$ cat src/rtl/vec_irq_pkg.sv
package vec_irq_pkg;
  typedef enum logic {KIND_LATCH = 1'b0, KIND_LEVEL = 1'b1} src_kind_e;

  function automatic src_kind_e kind_of(input logic level_bit);
    return level_bit ? KIND_LEVEL : KIND_LATCH;
  endfunction

  // next value of a latched flag: an arriving event outranks any clear
  function automatic logic latch_next(input logic cur, input logic evt,
                                      input logic sw_clr, input logic hw_clr);
    return evt | (cur & ~sw_clr & ~hw_clr);
  endfunction
endpackage

$ cat src/rtl/irq_flag_bank.sv
module irq_flag_bank
  import vec_irq_pkg::*;
#(
  parameter int NSRC = 8,
  parameter logic [NSRC-1:0] LEVEL_MASK = '0
) (
  input  logic            clk,
  input  logic            rst_n,
  input  logic [NSRC-1:0] evt_i,
  input  logic [NSRC-1:0] w1c_i,
  input  logic [NSRC-1:0] take_i,
  output logic [NSRC-1:0] pend_o
);
  for (genvar i = 0; i < NSRC; i++) begin : g_src
    if (kind_of(LEVEL_MASK[i]) == KIND_LEVEL) begin : g_level
      assign pend_o[i] = evt_i[i];
    end else begin : g_latch
      logic flag_q;
      always_ff @(posedge clk or negedge rst_n) begin
        if (!rst_n) flag_q <= 1'b0;
        else        flag_q <= latch_next(flag_q, evt_i[i], w1c_i[i], take_i[i]);
      end
      assign pend_o[i] = flag_q;
    end
  end
endmodule

$ cat src/rtl/irq_prio_sel.sv
module irq_prio_sel #(
  parameter int NSRC = 8,
  localparam int IW = (NSRC > 1) ? $clog2(NSRC) : 1
) (
  input  logic [NSRC-1:0] req_i,
  output logic            any_o,
  output logic [IW-1:0]   idx_o,
  output logic [NSRC-1:0] grant_o
);
  always_comb begin
    idx_o   = '0;
    grant_o = '0;
    for (int i = NSRC - 1; i >= 0; i--) begin
      if (req_i[i]) begin
        idx_o   = IW'(i);
        grant_o = '0;
        grant_o[i] = 1'b1;
      end
    end
  end
  assign any_o = |req_i;
endmodule

$ cat src/rtl/irq_gie_seq.sv
module irq_gie_seq (
  input  logic clk,
  input  logic rst_n,
  input  logic set_i,
  input  logic clr_i,
  input  logic fire_i,
  input  logic reti_i,
  input  logic instr_i,
  output logic gie_o,
  output logic hold_o,
  output logic open_o
);
  logic gie_q, hold_q;

  always_ff @(posedge clk or negedge rst_n) begin
    if (!rst_n) begin
      gie_q  <= 1'b0;
      hold_q <= 1'b0;
    end else begin
      if (fire_i)      gie_q <= 1'b0;
      else if (reti_i) gie_q <= 1'b1;
      else if (clr_i)  gie_q <= 1'b0;
      else if (set_i)  gie_q <= 1'b1;
      if (reti_i)       hold_q <= 1'b1;
      else if (instr_i) hold_q <= 1'b0;
    end
  end

  assign gie_o  = gie_q;
  assign hold_o = hold_q;
  assign open_o = gie_q & ~clr_i & ~hold_q;
endmodule

$ cat src/rtl/vec_irq_ctrl.sv
module vec_irq_ctrl #(
  parameter int NSRC = 8,
  parameter int AW = 12,
  parameter logic [AW-1:0] BOOT_BASE = 12'hC00,
  parameter logic [NSRC-1:0] LEVEL_MASK = '0,
  localparam int IW = (NSRC > 1) ? $clog2(NSRC) : 1
) (
  input  logic            clk,
  input  logic            rst_n,
  input  logic [NSRC-1:0] src_evt_i,
  input  logic [NSRC-1:0] src_en_i,
  input  logic [NSRC-1:0] w1c_i,
  input  logic            gie_set_i,
  input  logic            gie_clr_i,
  input  logic            ack_i,
  input  logic            reti_i,
  input  logic            instr_i,
  input  logic            boot_sel_i,
  output logic            irq_o,
  output logic [AW-1:0]   vec_o,
  output logic            gie_o,
  output logic [NSRC-1:0] flags_o
);
  // slot 0 is reset, source i lives in slot i+1, two words per slot
  function automatic logic [AW-1:0] vec_of(input logic [AW-1:0] base,
                                           input logic [IW-1:0] idx);
    logic [AW-1:0] slot;
    slot = AW'(idx) + AW'(1);
    return base + (slot << 1);
  endfunction

  logic [NSRC-1:0] pend_w, req_w, grant_w, take_w;
  logic [IW-1:0]   idx_w;
  logic            any_w, open_w, hold_w, fire_w;

  irq_flag_bank #(.NSRC(NSRC), .LEVEL_MASK(LEVEL_MASK)) u_flags (
    .clk(clk), .rst_n(rst_n), .evt_i(src_evt_i), .w1c_i(w1c_i),
    .take_i(take_w), .pend_o(pend_w)
  );

  assign req_w = pend_w & src_en_i;

  irq_prio_sel #(.NSRC(NSRC)) u_sel (
    .req_i(req_w), .any_o(any_w), .idx_o(idx_w), .grant_o(grant_w)
  );

  irq_gie_seq u_gie (
    .clk(clk), .rst_n(rst_n), .set_i(gie_set_i), .clr_i(gie_clr_i),
    .fire_i(fire_w), .reti_i(reti_i), .instr_i(instr_i),
    .gie_o(gie_o), .hold_o(hold_w), .open_o(open_w)
  );

  assign irq_o   = any_w & open_w;
  assign fire_w  = ack_i & irq_o;
  assign take_w  = grant_w & {NSRC{fire_w}};
  assign vec_o   = vec_of(boot_sel_i ? BOOT_BASE : '0, idx_w);
  assign flags_o = pend_w;
endmodule

$ cat config.mk
export PLATFORM = sky130hd
export DESIGN_NAME = vec_irq_ctrl
export DESIGN_NICKNAME = d
export VERILOG_FILES = /design/src/rtl/vec_irq_pkg.sv /design/src/rtl/irq_flag_bank.sv /design/src/rtl/irq_prio_sel.sv /design/src/rtl/irq_gie_seq.sv /design/src/rtl/vec_irq_ctrl.sv
export SDC_FILE = /design/constraint.sdc
export NUM_CORES = 1
export LEC_CHECK = 0
export BUFFER_PORTS_ARGS = -buffer_cell sky130_fd_sc_hd__buf_2
export CORE_AREA = 2 2 45 58
export DETAILED_ROUTE_END_ITERATION = 7
export DIE_AREA = 0 0 47 60
export MAX_ROUTING_LAYER = met4
export PLACE_DENSITY = 0.69
export REMOVE_ABC_BUFFERS = 1
export SYNTH_ARGS = -nofsm -noshare
export SYNTH_HDL_FRONTEND = slang
export SYNTH_SLANG_ARGS = --single-unit
export TNS_END_PERCENT = 1
$ cat constraint.sdc
create_clock -name clk -period 1.25 [get_ports clk]
set_input_delay 0 -clock clk [delete_from_list [all_inputs] [get_ports clk]]
set_output_delay 0 -clock clk [all_outputs]
set_load 0.03 [all_outputs]
==> results.sh <==
export IMPL_hold_class="in -> out"
export IMPL_p_int_uw=708.4
export IMPL_violations="negative setup slack"
export IMPL_wl_um=2484
export IMPL_ios=54
export IMPL_antenna_found_initial=0
export IMPL_endpoint="vec_o[3]"
export IMPL_dp_cells=178
export IMPL_grt_total_usage_pct=20.07
export IMPL_route_met2_wl_um=1289
export IMPL_clock_latency_ns=0.26
export IMPL_seqPwrFrac_pct=32.9
export IMPL_drive_above_1_share_pct=54.66
export IMPL_vdd_drop_max_v=0.0004687
export IMPL_r2r_end="u_flags.g_src[5].g_latch.flag_q"
export IMPL_worstSetupStartpointType="flop"
export IMPL_r2r_worst_path_cells=4
export IMPL_grt_overflow=0
export IMPL_clk_pin_slew_ns=0.06
export IMPL_drv_slew=0
export IMPL_htree_levels=1
export IMPL_startpoint="u_flags.g_src[6].g_latch.flag_q"
export IMPL_die_h_um=60
export IMPL_port_buffers=44
export IMPL_comb_power_share_pct=47.5
export IMPL_yosys_warnings=0
export IMPL_routed_via_density=4.732
export IMPL_dpl_cell_area_um2=1090
export IMPL_fin_crit_sh_pct=133.0
export IMPL_finalHoldViolations=0
export IMPL_top_layer="met4"
export IMPL_end_kind="output port"
export IMPL_required_ns=1.25
export IMPL_drv_cap=0
export IMPL_pwr_share_clk_pct=19.7
export IMPL_placementRows=20
export IMPL_die_area_um2=2820
export IMPL_rsz0062_at_grt="true"
export IMPL_vias=918
export IMPL_root_buffer="clkbuf_4"
export IMPL_finalNonFillerCells=194
export IMPL_wl_met3_um=125
export IMPL_grt_max_degree=11
export IMPL_pre_cts_slack_ns=-0.1923
export IMPL_worst_slack_ns=-0.4129
export IMPL_worstSetupPathType="reg -> out"
export IMPL_outcome="finished with violations"
export IMPL_die_w_um=47
export IMPL_synth_top_area_share_pct=32.10
export IMPL_n_antenna_cell=0
export IMPL_n_fill_cell=217
export IMPL_coreArea_um2=2302
export IMPL_final_common_cell="buf_2"
export IMPL_cp_max_fo=3
export IMPL_crit_arrival_ns=1.66
export IMPL_grt_pass1_wl_um=3795
export IMPL_avgSynthCellArea_um2=8.473
export IMPL_final_cell_mix="buf_2, buf_4, inv_1"
export IMPL_wl_met1_um=971
export IMPL_tritoncts="built"
export IMPL_numCtsBuffers=3
export IMPL_synthFlopType="dfrtp_1"
export IMPL_cts_sinks=10
export IMPL_syn_area_um2=779.5
export IMPL_synth_top_area_cell="dfrtp_1"
export IMPL_ys_top_cells_by_area="dfrtp_1, buf_4, inv_1"
export IMPL_ys_seq_area_share_pct=32.10
export IMPL_ant_nets=0
export IMPL_power_share_switching_pct=36.94
export IMPL_utilization_pct=58.42
export IMPL_routedWlPerCell_um=12.80
export IMPL_ys_ff_latch=10
export IMPL_layout_nets=196
export IMPL_max_freq_mhz=601.4
export IMPL_cts_buffer_depth=2
export IMPL_setup_tns_final_ns=-2.197
export IMPL_design_area_um2=1345
export IMPL_syn_instance_count=92
export IMPL_power_leakage_nw=0.6788
export IMPL_first_global_vias=856
export IMPL_hpwl_um=1639
export IMPL_drtIter0Drc=13
export IMPL_areaGrowthSynthToFinish_pct=72.55
export IMPL_drt_pass1_iterations=4
export IMPL_p_sw_uw=415.0
export IMPL_min_period_ns=1.663
export IMPL_reg2reg_slack_ns=-0.19
export IMPL_finClkSkew_ns=0.003221
export IMPL_p_per_area_nw_per_um2=835.2
export IMPL_ys_async_sr_fraction_pct=100.0
export IMPL_remaining_drc_errors=0
export IMPL_start_util_pct=33.86
export IMPL_yosysUniqueCellTypes=29
export IMPL_globalplace_congestion=0.8121
export IMPL_r2r_start="u_flags.g_src[1].g_latch.flag_q"
export IMPL_setup_viol=13
export IMPL_synth_edff_count=0
[registers in the layout, summed over array words and instances, names as in the netlist]
register,flops
u_gie.gie_o,1
u_flags.g_src.g_latch.flag_q,8
u_gie.hold_o,1
[worst max-delay path, stage by stage, from the launching register on]
cell and delay (ns):
dfrtp_1 0.40, nand2_1 0.08, a32o_2 0.27, nand2_2 0.08, a21oi_2 0.08, ha_4 0.17
xor2_1 0.15, buf_4 0.18
[power by group through the flow]
stage          clock, mW  combinational, mW  sequential [mW]
2_1_floorplan          0              0.184            0.417
6_report           0.221              0.533            0.369
3_5_place_dp           0              0.418            0.374
4_1_cts            0.234              0.508            0.367
5_1_grt            0.260              0.569            0.372
3_3_place_gp           0              0.414            0.372
[logic make-up (layout without fill, tap and decap cells)]
kind of cell / count (synthesis) / in the layout / share of synthesized area [%]
adder cells (fa/ha/maj): 1 / 1 / 1.605
flip-flops: 10 / 10 / 32.10
buffers and inverters: 28 / 92 / 21.19
XOR/XNOR: 1 / 1 / 1.124
other: 1 / 6 / 0.4811
AO/OA/AOI/OAI: 27 / 27 / 27.61
AND/OR/NAND/NOR: 24 / 24 / 15.89
[timing repair]
action	4_1_cts	5_1_grt
buffers inserted	2	0
hold buffers	11	0
resized for setup	17	7
endpoints found under the setup margin	12	14
endpoints found under the hold margin	19	0
pin swaps	15	1
[metrics by stage]
| stage | total power, mW | hold WS (ns) |
|---|---|---|
| 2_1_floorplan | 0.6008 | -0.2956 |
| 3_3_place_gp | 0.7857 | -0.1228 |
| 3_5_place_dp | 0.7912 | -0.1208 |
| 4_1_cts | 1.109 | 0.0003160 |
| 5_1_grt | 1.201 | 0.0002621 |
| 6_report | 1.123 | 0.0001113 |
[worst min-delay path by stage]
| stage | endpoint | cells after the start | slack [ns] | from |
|---|---|---|---|---|
| floorplan | u_flags.g_src[0].g_latch.flag_q | 0 | -0.30 | rst_n |
| finish | vec_o[10] | 0 | 0.0001 | boot_sel_i |
| global route | vec_o[11] | 0 | 0.0003 | boot_sel_i |
| CTS | vec_o[10] | 0 | 0.0003 | boot_sel_i |
| global placement | u_flags.g_src[2].g_latch.flag_q | 1 | -0.12 | rst_n |
| detailed placement | u_flags.g_src[2].g_latch.flag_q | 1 | -0.12 | rst_n |
[Yosys cell counts (2+ instances only)]
| library cell | n |
|---|---|
| and2_1 | 2 |
| a31o_1 | 4 |
| a21oi_1 | 7 |
| dfrtp_1 | 10 |
| a21o_1 | 2 |
| nand2_1 | 7 |
| inv_1 | 12 |
| a31oi_1 | 5 |
| nand3_1 | 2 |
| nor2_1 | 7 |
| buf_4 | 16 |
[area by class of cell]
cell class	instances	area, um^2	area share (%)
Clock buffer	3	22.52	1.674
Inverter	12	45.04	3.349
Multi-Input combinational cell	59	466.7	34.70
Sequential cell	10	250.2	18.60
Tap cell	33	41.29	3.070
Timing Repair Buffer	77	519.2	38.60
[layer usage]
layer,vias to the layer above,GRT usage [%]
met3,8,3.323
met4,0,13.10
li1,440,-
met1,428,22.80
met5,-,-
met2,42,31.51
(Power assumes the default switching activity.)
